--- src/rtl/ecc_gen_pkg.sv ---
package ecc_gen_pkg;

  localparam int BYTE_W    = 8;
  localparam int COL_PAIRS = 3;
  localparam int COL_W     = 2 * COL_PAIRS;

  // column parity of one byte: [2k] over bits whose index has bit k set,
  // [2k+1] over bits whose index has bit k clear
  function automatic logic [COL_W-1:0] col_parity(input logic [BYTE_W-1:0] d);
    logic [COL_W-1:0] c;
    c = '0;
    for (int k = 0; k < COL_PAIRS; k++) begin
      for (int i = 0; i < BYTE_W; i++) begin
        if (((i >> k) & 1) == 1) c[2*k]   = c[2*k]   ^ d[i];
        else                     c[2*k+1] = c[2*k+1] ^ d[i];
      end
    end
    return c;
  endfunction

  // one line-parity pair: [0] when the offset bit is set, [1] when clear
  function automatic logic [1:0] line_pair(input logic offs_bit, input logic byte_par);
    return {byte_par & ~offs_bit, byte_par & offs_bit};
  endfunction

endpackage

--- src/rtl/ecc_blk_counter.sv ---
module ecc_blk_counter #(
  parameter int BLK_AW = 8
) (
  input  logic            clk,
  input  logic            rst_n,
  input  logic            rearm_i,
  input  logic            byte_vld_i,
  output logic            take_o,
  output logic [BLK_AW:0] offs_o,
  output logic            end_lo_o,
  output logic            end_hi_o
);

  logic [BLK_AW:0] cnt_q;
  logic            done_q;

  // rearm wins over a coincident byte; nothing is taken once done
  assign take_o   = byte_vld_i & ~rearm_i & ~done_q;
  assign offs_o   = cnt_q;
  assign end_lo_o = take_o & ~cnt_q[BLK_AW] & (&cnt_q[BLK_AW-1:0]);
  assign end_hi_o = take_o & (&cnt_q);

  always_ff @(posedge clk or negedge rst_n) begin
    if (!rst_n) begin
      cnt_q  <= '0;
      done_q <= 1'b0;
    end else if (rearm_i) begin
      cnt_q  <= '0;
      done_q <= 1'b0;
    end else if (take_o) begin
      cnt_q <= cnt_q + 1'b1;
      if (end_hi_o) done_q <= 1'b1;
    end
  end

endmodule

--- src/rtl/ecc_parity_acc.sv ---
module ecc_parity_acc
  import ecc_gen_pkg::*;
#(
  parameter int BLK_AW = 8
) (
  input  logic                      clk,
  input  logic                      rst_n,
  input  logic                      rearm_i,
  input  logic                      take_i,
  input  logic                      restart_i,
  input  logic                      mode_i,
  input  logic [BLK_AW:0]           offs_i,
  input  logic [BYTE_W-1:0]         byte_i,
  output logic [2*BLK_AW+COL_W+1:0] code_nxt_o
);

  localparam int LINE_W = 2 * (BLK_AW + 1);
  localparam int CODE_W = LINE_W + COL_W;

  logic              byte_par;
  logic [LINE_W-1:0] line_c;
  logic [CODE_W-1:0] contrib;
  logic [CODE_W-1:0] sum;
  logic [CODE_W-1:0] acc_q;

  assign byte_par = ^byte_i;

  for (genvar j = 0; j <= BLK_AW; j++) begin : g_line
    if (j < BLK_AW) begin : g_low
      assign line_c[2*j+1:2*j] = line_pair(offs_i[j], byte_par);
    end else begin : g_top
      // the top offset bit only counts for the long block
      assign line_c[2*j+1:2*j] = mode_i ? line_pair(offs_i[j], byte_par) : 2'b00;
    end
  end

  assign contrib = {line_c, col_parity(byte_i)};
  assign sum     = acc_q ^ contrib;

  // short-block codes carry ones in the unused top pair
  assign code_nxt_o = mode_i ? sum : {2'b11, sum[CODE_W-3:0]};

  always_ff @(posedge clk or negedge rst_n) begin
    if (!rst_n) begin
      acc_q <= '0;
    end else if (rearm_i) begin
      acc_q <= '0;
    end else if (take_i) begin
      acc_q <= restart_i ? '0 : sum;
    end
  end

endmodule

--- src/rtl/ecc_result_bank.sv ---
module ecc_result_bank #(
  parameter int CODE_W = 24,
  parameter int SLOTS  = 2
) (
  input  logic                         clk,
  input  logic                         rst_n,
  input  logic                         rearm_i,
  input  logic [SLOTS-1:0]             wr_i,
  input  logic [CODE_W-1:0]            code_i,
  output logic [SLOTS-1:0][CODE_W-1:0] code_o,
  output logic [SLOTS-1:0]             vld_o
);

  for (genvar g = 0; g < SLOTS; g++) begin : g_slot
    always_ff @(posedge clk or negedge rst_n) begin
      if (!rst_n) begin
        code_o[g] <= '0;
        vld_o[g]  <= 1'b0;
      end else if (rearm_i) begin
        code_o[g] <= '0;
        vld_o[g]  <= 1'b0;
      end else if (wr_i[g]) begin
        code_o[g] <= code_i;
        vld_o[g]  <= 1'b1;
      end
    end
  end

endmodule

--- src/rtl/ecc_dual_gen.sv ---
module ecc_dual_gen
  import ecc_gen_pkg::*;
#(
  parameter int BLK_AW = 8
) (
  input  logic                      clk,
  input  logic                      rst_n,
  input  logic                      rearm_i,
  input  logic                      mode_i,
  input  logic                      byte_vld_i,
  input  logic [BYTE_W-1:0]         byte_i,
  output logic [2*BLK_AW+COL_W+1:0] code1_o,
  output logic [2*BLK_AW+COL_W+1:0] code2_o,
  output logic                      code1_vld_o,
  output logic                      code2_vld_o
);

  localparam int CODE_W = 2 * (BLK_AW + 1) + COL_W;
  localparam int SLOTS  = 2;

  // named internal events
  logic                         take_w;
  logic                         end_lo_w;
  logic                         end_hi_w;
  logic                         restart_w;
  logic [BLK_AW:0]              offs_w;
  logic [CODE_W-1:0]            code_nxt_w;
  logic [SLOTS-1:0]             wr_w;
  logic [SLOTS-1:0][CODE_W-1:0] bank_w;
  logic [SLOTS-1:0]             vld_w;

  ecc_blk_counter #(.BLK_AW(BLK_AW)) u_cnt (
    .clk        (clk),
    .rst_n      (rst_n),
    .rearm_i    (rearm_i),
    .byte_vld_i (byte_vld_i),
    .take_o     (take_w),
    .offs_o     (offs_w),
    .end_lo_o   (end_lo_w),
    .end_hi_o   (end_hi_w)
  );

  assign restart_w = end_lo_w & ~mode_i;

  ecc_parity_acc #(.BLK_AW(BLK_AW)) u_acc (
    .clk        (clk),
    .rst_n      (rst_n),
    .rearm_i    (rearm_i),
    .take_i     (take_w),
    .restart_i  (restart_w),
    .mode_i     (mode_i),
    .offs_i     (offs_w),
    .byte_i     (byte_i),
    .code_nxt_o (code_nxt_w)
  );

  assign wr_w[0] = mode_i ? end_hi_w : end_lo_w;
  assign wr_w[1] = ~mode_i & end_hi_w;

  ecc_result_bank #(.CODE_W(CODE_W), .SLOTS(SLOTS)) u_bank (
    .clk     (clk),
    .rst_n   (rst_n),
    .rearm_i (rearm_i),
    .wr_i    (wr_w),
    .code_i  (code_nxt_w),
    .code_o  (bank_w),
    .vld_o   (vld_w)
  );

  assign code1_o     = bank_w[0];
  assign code2_o     = bank_w[1];
  assign code1_vld_o = vld_w[0];
  assign code2_vld_o = vld_w[1];

endmodule

--- config.mk ---
export PLATFORM = sky130hd
export DESIGN_NAME = ecc_dual_gen
export DESIGN_NICKNAME = d
export VERILOG_FILES = /design/src/rtl/ecc_gen_pkg.sv /design/src/rtl/ecc_blk_counter.sv /design/src/rtl/ecc_parity_acc.sv /design/src/rtl/ecc_result_bank.sv /design/src/rtl/ecc_dual_gen.sv
export SDC_FILE = /design/constraint.sdc
export NUM_CORES = 1
export LEC_CHECK = 0
export ABC_CLOCK_PERIOD_IN_PS = 6500
export BUFFER_PORTS_ARGS = -buffer_cell sky130_fd_sc_hd__buf_2
export CAP_MARGIN = 40
export CORE_MARGIN = 1
export CORE_UTILIZATION = 45
export DETAILED_ROUTE_END_ITERATION = 6
export PLACE_DENSITY = 0.65
export SYNTH_ARGS = -nofsm -noshare
export SYNTH_HDL_FRONTEND = slang
export SYNTH_SLANG_ARGS = --single-unit
--- constraint.sdc ---
create_clock -name clk -period 6.5 [get_ports clk]
set_clock_uncertainty 0.05 [all_clocks]
set_input_delay 0.975 -clock clk [delete_from_list [all_inputs] [get_ports clk]]
set_output_delay 0.975 -clock clk [all_outputs]
set_load 0.02 [all_outputs]
Yosys cells after proc, flatten, opt, wreduce, memory -nomap -nowiden

Cells that the tools add are included.

Order comparisons: 0
Add/sub/neg operators: 1
Shift operators: 0
Bitwise logic cells: 55
$mul: 0
Reductions and logical operators: 8
Multiplexer cells: 19
Equality and inequality tests: 0
Divide/modulo/power cells: 0

Operator list:

| kind                                        | number |
|---|---|
| two-way mux 24 bit                          | 8 |
| AND 1 bit                                   | 25 |
| bitwise XOR 24 bit                          | 1 |
| two-way mux 9 bit                           | 2 |
| bitwise XOR 1 bit                           | 17 |
| NOT 1 bit                                   | 12 |
| adder 9 x 1 -> 9 bit, second input constant | 1 |
| AND reduction 9 bit                         | 1 |
| two-way mux 1 bit                           | 8 |
| AND reduction 8 bit                         | 1 |
| nonzero test 2 bit                          | 4 |
| XOR reduction 8 bit                         | 1 |
| two-way mux 2 bit                           | 1 |
| AND reduction 2 bit                         | 1 |

Memories: 0
Output and inout bits: 50
Input bits: 13
RAM bits: 0
Register bits after elaboration: 84
Bits in latches: 0
Bits in read-only memories: 0
Logic and storage cells: 90

Longest topological paths before layout

Gate-level depths: netlist of run 1.

Word-level depth: 9
Mapped depth: 10

By module

From an unflattened synthesis of run 1, not the netlist that was laid out.

Cell total of the unflattened synthesis: 378
Area total of the unflattened synthesis: 4152.7 sq um

Modules (own cells, without submodules):

| module          | area each (sq um) | sequential area each (sq um) | cells an instance | times used |
|---|---|---|---|---|
| ecc_result_bank | 2055.7            | 1251.2                       | 162               | 1 |
| ecc_parity_acc  | 1544.0            | 600.6                        | 160               | 1 |
| ecc_blk_counter | 520.5             | 250.2                        | 53                | 1 |
| ecc_dual_gen    | 32.5              | 0.0                          | 3                 | 1 |

Worst setup path after synthesis of run 1

No wires, ideal clock.

Kind: input -> register
Start: in byte_i[0]
End: reg u_acc.acc_q[19]
Buffers on the path: 1
Slack: 3.969 ns
Stages: 6
Data arrival time: 2.355 ns
Data required time: 6.324 ns
Cells stage by stage: xnor2_1 xnor2_2 xnor2_2 bufbuf_16 nor3_1 a311o_1

Word-level cells in the longest chain between the ends: 6

Ends and longest elaborated chain:

| element                | line                 | text |
|---|---|---|
| start: declaration     | ecc_dual_gen.sv:11   | `input logic [BYTE_W-1:0] byte_i,` |
| XOR reduction 8 bit    | ecc_parity_acc.sv:26 | `assign byte_par = ^byte_i;` |
| AND 1 bit              | ecc_gen_pkg.sv:23    | `return {byte_par & ~offs_bit, byte_par & offs_bit};` |
| bitwise XOR 24 bit     | ecc_parity_acc.sv:38 | `assign sum = acc_q ^ contrib;` |
| two-way mux 24 bit     | ecc_parity_acc.sv:49 | `acc_q <= restart_i ? '0 : sum;` |
| two-way mux 24 bit     | ecc_parity_acc.sv:48 | `end else if (take_i) begin` |
| two-way mux 24 bit     | ecc_parity_acc.sv:46 | `end else if (rearm_i) begin` |
| end signal: assignment | ecc_parity_acc.sv:49 |  |
| end: declaration       | ecc_parity_acc.sv:24 | `logic [CODE_W-1:0] acc_q;` |

No other way between the ends. The select of a mux whose other input is x is not followed.
A chain may end at the register's enable or synchronous reset.

Final worst setup path of run 1

Start: reg u_cnt.cnt_q[0] (netlist: u_cnt.offs_o[0])
End: reg u_bank.code_o[4] (netlist name)

Word-level cells in the longest chain between the ends: 4

Ends and longest elaborated chain:

| element                                                           | line                                         | text |
|---|---|---|
| start: declaration                                                | ecc_blk_counter.sv:14                        | `logic [BLK_AW:0] cnt_q;` |
| start signal: assignment                                          | ecc_blk_counter.sv:31                        | `cnt_q <= cnt_q + 1'b1;` |
| AND reduction 9 bit / AND reduction 8 bit (equally long branches) | ecc_blk_counter.sv:21, ecc_blk_counter.sv:20 |  |
| AND 1 bit (on tied branches)                                      | ecc_blk_counter.sv:21, ecc_blk_counter.sv:20 |  |
| two-way mux 1 bit (*)                                             | ecc_dual_gen.sv:57                           | `assign wr_w[0] = mode_i ? end_hi_w : end_lo_w;` |
| nonzero test 2 bit (no source line) (*)                           | n/a                                          |  |
| end signal: indexed assignment                                    | ecc_result_bank.sv:23                        | `code_o[g] <= code_i;` |
| end: declaration                                                  | ecc_result_bank.sv:10                        | `output logic [SLOTS-1:0][CODE_W-1:0] code_o,` |

Mark *: on every way between the ends. The rest lies on a longest branch, timed or not.

==> impl_metrics.toml, run 1 <==
[sta]
fmax_ghz = 0.327
rsz0062_at_grt = "no"
final.setup.tns_ps = 0
finalHoldViolCount = 0
slew_headroom = 0.519
min_period_over_period = 0.471
hold_ws_ps = 457
finalMaxSlewViolations = 0
fin_ws_ps = 3440
tightest_slew_ps = 721
setup_viol = 0
fin_crit_ps = 3060

[critical_path]
reg2regPathDepth = 7
r2r_start = "u_cnt.offs_o[0]"
cp_max_fo = 21
arrival_ps = 3240
crit_required_ps = 6680
cp-start-kind = "register"
reg2reg_slack_ps = 3440
crit_path_end_kind = "register"
r2r-end = "u_bank.code_o[4]"
crit_path_end = "u_bank.code_o[4]"
crit_type = "register to register"
startpoint = "u_cnt.offs_o[0]"

[place]
port_buffers = 62
place_ws_ps = 3170
routabilityCongestion = 0.745
placed_cells = 600
dp_hpwl_um = 6380

[final_layout]
antenna_cells = 0
finalNetCount = 497
syn_to_final_growth_pct = 14.0
drive_gt1_frac = 0.224
fillers = 868
layout.cells.non_filler = 616

[floorplan]
num_io_pins = 63
core_um2 = 9330
die_h_um = 100
start_util = 0.468
die-area_um2 = 10100
rows = 35
die_width_um = 100

[cts]
numCtsBuffers = 9
ctsHoldBuffers = 0
cts_setup_buffers = 0
ctsResizeCount = 0
clk_pin_slew_ps = 90
cts_tree = "built"
clockRootBuffer = "clkbuf_8"
worstSkewPairLatency_ps = 370
clockBufferDepth = 2
htree_levels = 3
cts.sinks = 84

[drt]
vias = 3490
drtAntennaViolNets = 0
totalWireLength_um = 9860
first_pass_iters = 4
drc_errors = 0
wl_per_cell_um = 16.0
dr.first_iter.drc_count = 82
viasPerCell = 5.67

[run_status]
status = "completed"

[logic_synthesis]
synth.area.top_cells = "dfrtp_1 (48%), o21ai_0 (5.8%), a31oi_1 (5.2%)"
yosys-top-cells-count = "dfrtp_1 (84), o21ai_0 (51), a31oi_1 (36), nor2_1 (27), or3_1 (26)"
synth_ff_type = "dfrtp_1"
synth_edf_count = 0
postSynthCellCount = 430
synth_fp_nets = 445
yosys.area.top_type_share = 0.482
post-synth-top-area-cell = "dfrtp_1"
synth_area_per_cell_um2 = 10.1
syn_area_um2 = 4360
ys_types = 46
synthArstFlopShare = 1.00
yosys_warnings = 0
yosysSeqAreaShare = 0.482
ys_seq_elements = 84
synthMostInstantiatedCell = "dfrtp_1"

[power_and_ir_drop]
p_per_area_nw_per_um2 = 274
power_leakage_uw = 0.00231
vdd_ir_drop_max_uv = 160

[global_routing]
grt_usage = 0.208
grt-ovfl-total = 0
grt_pass1_vias = 3269
grt_pass1_wl_um = 16300
antenna_found_initial = 0
grt_max_degree = 54

[job]
maxCapViolations = 0

[hold_path]
hold_path.class = "register to register"
[state kept, by name (all words and copies together), names as in the netlist]
register and flops:
u_cnt.done_q 1, u_cnt.offs_o 9, u_bank.code_o 48, u_bank.vld_o 2, u_acc.acc_q 24
[worst max-delay path, stage by stage, from the launching register on]
cell and delay, ps:
dfrtp_1 510, ha_1 290, nand4_4 170, or4_4 640, a21oi_2 590, buf_4 370, mux2i_1 230, nor2_1 60
[metrics by stage]
stage | total power, uW | utilization | cell area, um^2
final | 1360 | 0.533 | 4970
after global routing | 1430 | 0.533 | 4970
after CTS | 1370 | 0.533 | 4970
after detailed placement | 907 | 0.506 | 4720
after global placement | 875 | 0.499 | 4650
after floorplan | 834 | - | 4360
[area by class of cell]
| class | count | area, um^2 | share of cell area |
|---|---|---|---|
| timing repair buffer | 72 | 429 | 0.0863 |
| clock inverter | 4 | 95.1 | 0.0191 |
| tap | 129 | 161 | 0.0325 |
| inverter | 11 | 41.3 | 0.00830 |
| sequential | 84 | 2100 | 0.423 |
| multi-input combinational | 304 | 1990 | 0.400 |
| clock buffer | 12 | 155 | 0.0312 |
[how the worst min path moves through the flow]
stage	start	end	slack, ps	cells past startpoint
2_1_floorplan	u_cnt.done_q	u_cnt.done_q	430	2
3_3_place_gp	u_bank.vld_o[1]	u_bank.vld_o[1]	430	2
3_5_place_dp	u_bank.code_o[27]	u_bank.code_o[27]	440	1
4_1_cts	u_bank.code_o[27]	u_bank.code_o[27]	460	1
5_1_grt	u_bank.code_o[27]	u_bank.code_o[27]	470	1
6_report	u_bank.code_o[0]	u_bank.code_o[0]	460	1
[layer usage]
| layer | vias up | routed length (um) | part of all wire | GRT usage |
|---|---|---|---|---|
| met4 | 0 | 137 | 0.014 | 0.0702 |
| met5 | - | 0 | 0 | 0 |
| met3 | 12 | 399 | 0.040 | 0.0465 |
| met2 | 67 | 4620 | 0.47 | 0.322 |
| li1 | 1687 | - | - | - |
| met1 | 1724 | 4700 | 0.48 | 0.290 |
[power by group]
group	switching [uW]	internal, uW	leakage [uW]
combinational	175	127	0.00103
clock	191	276	0.000127
sequential	32.3	562	0.00115
total	398	964	0.00231
[logic make-up after synthesis]
family	after synthesis	synth area share
AOI/OAI and AO/OA	136	0.196
xor gates and xnor gates	28	0.0631
adders and majority gates	2	0.00573
buffers and inverters	42	0.0651
DFF	84	0.482
muxes	12	0.0298
and+or+nand+nor	126	0.159
[cells in the final DEF (no fill, tap or decap), types with 11 or more instances in the layout]
master	synthesis	routed
dfrtp_1	84	84
or3_1	26	26
clkbuf_8	2	11
nor2_1	27	27
xnor2_1	21	21
nand2_1	20	20
o21ai_0	51	51
a21oi_1	15	15
inv_1	11	11
nor3_1	18	18
buf_2	5	62
a31oi_1	36	36
No activity file was read; power rests on OpenSTA's default activity.
==> inputs of run 2 (changes only) <==
ABC_AREA = 1   (was not set)
ABC_CLOCK_PERIOD_IN_PS = 3200   (was 6500)
clock period = 3.2 ns   (was 6.5 ns; I/O delays follow)
==> run 2 against run 1 <==
Compared with the run above:
- clock power is 82% higher
- clock-buffer cell count is 1 lower
- cell area decreased by 3.4%
- synthesized cell count is 21% higher
- critical endpoint is now u_bank.code_o[25]
- largest power group unchanged
==> impl_metrics.toml, run 2 <==
[sta]
fmax_ghz = 0.408
fin_crit_ps = 2450
finalHoldViolCount = 0
min_period_over_period = 0.766
finalMaxSlewViolations = 0
setup_viol = 0
final.setup.tns_ps = 0
slew_headroom = 0.553
rsz0062_at_grt = "no"
tightest_slew_ps = 668

[final_layout]
largest_reg_flops = 48
antenna_cells = 0
multi_input_area_um2 = 1790
finalNetCount = 591
syn_to_final_growth_pct = 13.1
layout.cells.most_common_list = "nand2_1 (204), dfrtp_1 (84), nand4_1 (66), buf_2 (61), inv_1 (41)"
layout.cells.non_filler = 691
top_register = "u_bank.code_o"
final_common_cell = "nand2_1"
regArea_um2 = 2100
drive_gt1_frac = 0.183
fillers = 893

[critical_path]
cp_max_fo = 29
cp-start-kind = "register"
reg2regPathDepth = 13
crit_type = "register to register"
arrival_ps = 2610
crit_path_end_kind = "register"
r2r-end = "u_bank.code_o[25]"
r2r_start = "u_cnt.offs_o[0]"
reg2reg_slack_ps = 750
crit_required_ps = 3360
startpoint = "u_cnt.offs_o[0]"

[logic_synthesis]
post-synth-top-area-cell = "dfrtp_1"
syn_area_um2 = 4250
synth.area.top_cells = "dfrtp_1 (49%), nand2_1 (18%), nand4_1 (9.7%)"
postSynthCellCount = 522
ys_types = 36
synth_ff_type = "dfrtp_1"
yosys.area.top_type_share = 0.495
synth_edf_count = 0
synth_fp_nets = 537
synth_area_per_cell_um2 = 8.14
yosys-top-cells-count = "nand2_1 (204), dfrtp_1 (84), nand4_1 (66), inv_1 (41), nand3_1 (25)"
ys_seq_elements = 84
yosys_warnings = 0
synthMostInstantiatedCell = "nand2_1"
synthArstFlopShare = 1.00
yosysSeqAreaShare = 0.495

[place]
routabilityCongestion = 0.754
placed_cells = 676
dp_hpwl_um = 6370
port_buffers = 62

[cts]
worstSkewPairLatency_ps = 340
cts_tree = "built"
cts_setup_buffers = 0
clockBufferDepth = 2
ctsHoldBuffers = 0
numCtsBuffers = 9
htree_levels = 3
clockRootBuffer = "clkbuf_8"
cts.sinks = 84
ctsResizeCount = 0
clk_pin_slew_ps = 80

[job]
maxCapViolations = 0

[global_routing]
grt_pass1_wl_um = 16200
grt_usage = 0.207
grt_pass1_vias = 3426
antenna_found_initial = 0
grt_max_degree = 51
grt-ovfl-total = 0

[drt]
drc_errors = 0
vias = 3614
viasPerCell = 5.23
first_pass_iters = 5
drtAntennaViolNets = 0
totalWireLength_um = 9510
wl_per_cell_um = 13.8
dr.first_iter.drc_count = 131

[floorplan]
die_h_um = 99.2
core_um2 = 9200
start_util = 0.462
die-area_um2 = 9830
num_io_pins = 63
rows = 35
die_width_um = 99.2

[power_and_ir_drop]
pwr-share-seq = 0.477
power_leakage_uw = 0.00265
p_per_area_nw_per_um2 = 533
p_comb_frac = 0.193
netSwitchingFraction = 0.301
internal_power_uw = 1790
vdd_ir_drop_max_uv = 318
switchingPower_uw = 770
power_frac_clock = 0.331

[hold_path]
hold_path.class = "input port to asynchronous set/reset pin"

[run_status]
status = "completed"
-- run 2: kinds of logic (layout without fill, tap and decap cells) --
family                     count (synthesis)  count (layout)  share of synthesized area
and+or+nand+nor                          324             324                      0.356
DFF                                       84              84                      0.495
buffers and inverters                     72             130                     0.0831
AOI/OAI and AO/OA                         29              29                     0.0374
xor gates and xnor gates                  11              11                     0.0227
adders and majority gates                  2               2                    0.00589
-- run 2: worst max path at each step --
stage	to	slack [ps]	depth (start not counted)
floorplan	u_bank.code_o[39]	1130	15
global placement	u_bank.code_o[29]	840	13
detailed placement	u_bank.code_o[29]	730	13
CTS	u_bank.code_o[25]	740	13
global route	u_bank.code_o[25]	490	13
finish	u_bank.code_o[25]	750	13
-- run 2: metal layers --
metal,up-vias,track usage,routed length (um)
li1,1829,-,-
met1,1716,0.279,4590
met2,61,0.345,4550
met3,8,0.0358,289
met4,0,0.0566,77
met5,-,0,0
-- run 2: area by class of cell --
type	instances	area share
clock inverters	4	0.0151
inverters	50	0.0401
well taps	111	0.0289
multi-input cells	366	0.373
clock buffers	11	0.0315
repair buffers	65	0.0739
flip-flops and latches	84	0.437
-- run 2: stage by stage --
step	util	worst slack, ps	cell area [um^2]	total power (uW)	hold WS [ps]
global placement	0.495	843	4550	1720	411
global route	0.523	494	4810	2700	57.3
CTS	0.523	736	4810	2590	40.6
finish	0.523	748	4810	2560	33.9
floorplan	-	1130	4250	1580	134
detailed placement	0.498	732	4580	1740	411
-- run 2: critical path: stages, from the launching register on --
cell and delay, ps:
dfrtp_1 450, ha_1 230, nand2_2 80, nor2_2 120
nand3_2 110, nor2_4 130, ha_1 150, inv_1 50
nor2_2 130, nand2_2 100, nand2_4 230, inv_2 270
nand2_1 120, o21ai_0 80
-- run 2: power by group through the flow --
stage / registers, uW / clock network (uW) / logic (uW)
floorplan: 1320 / 0 / 267
CTS: 1220 / 873 / 499
detailed placement: 1240 / 0 / 497
finish: 1220 / 848 / 494
global route: 1230 / 917 / 548
global placement: 1240 / 0 / 480
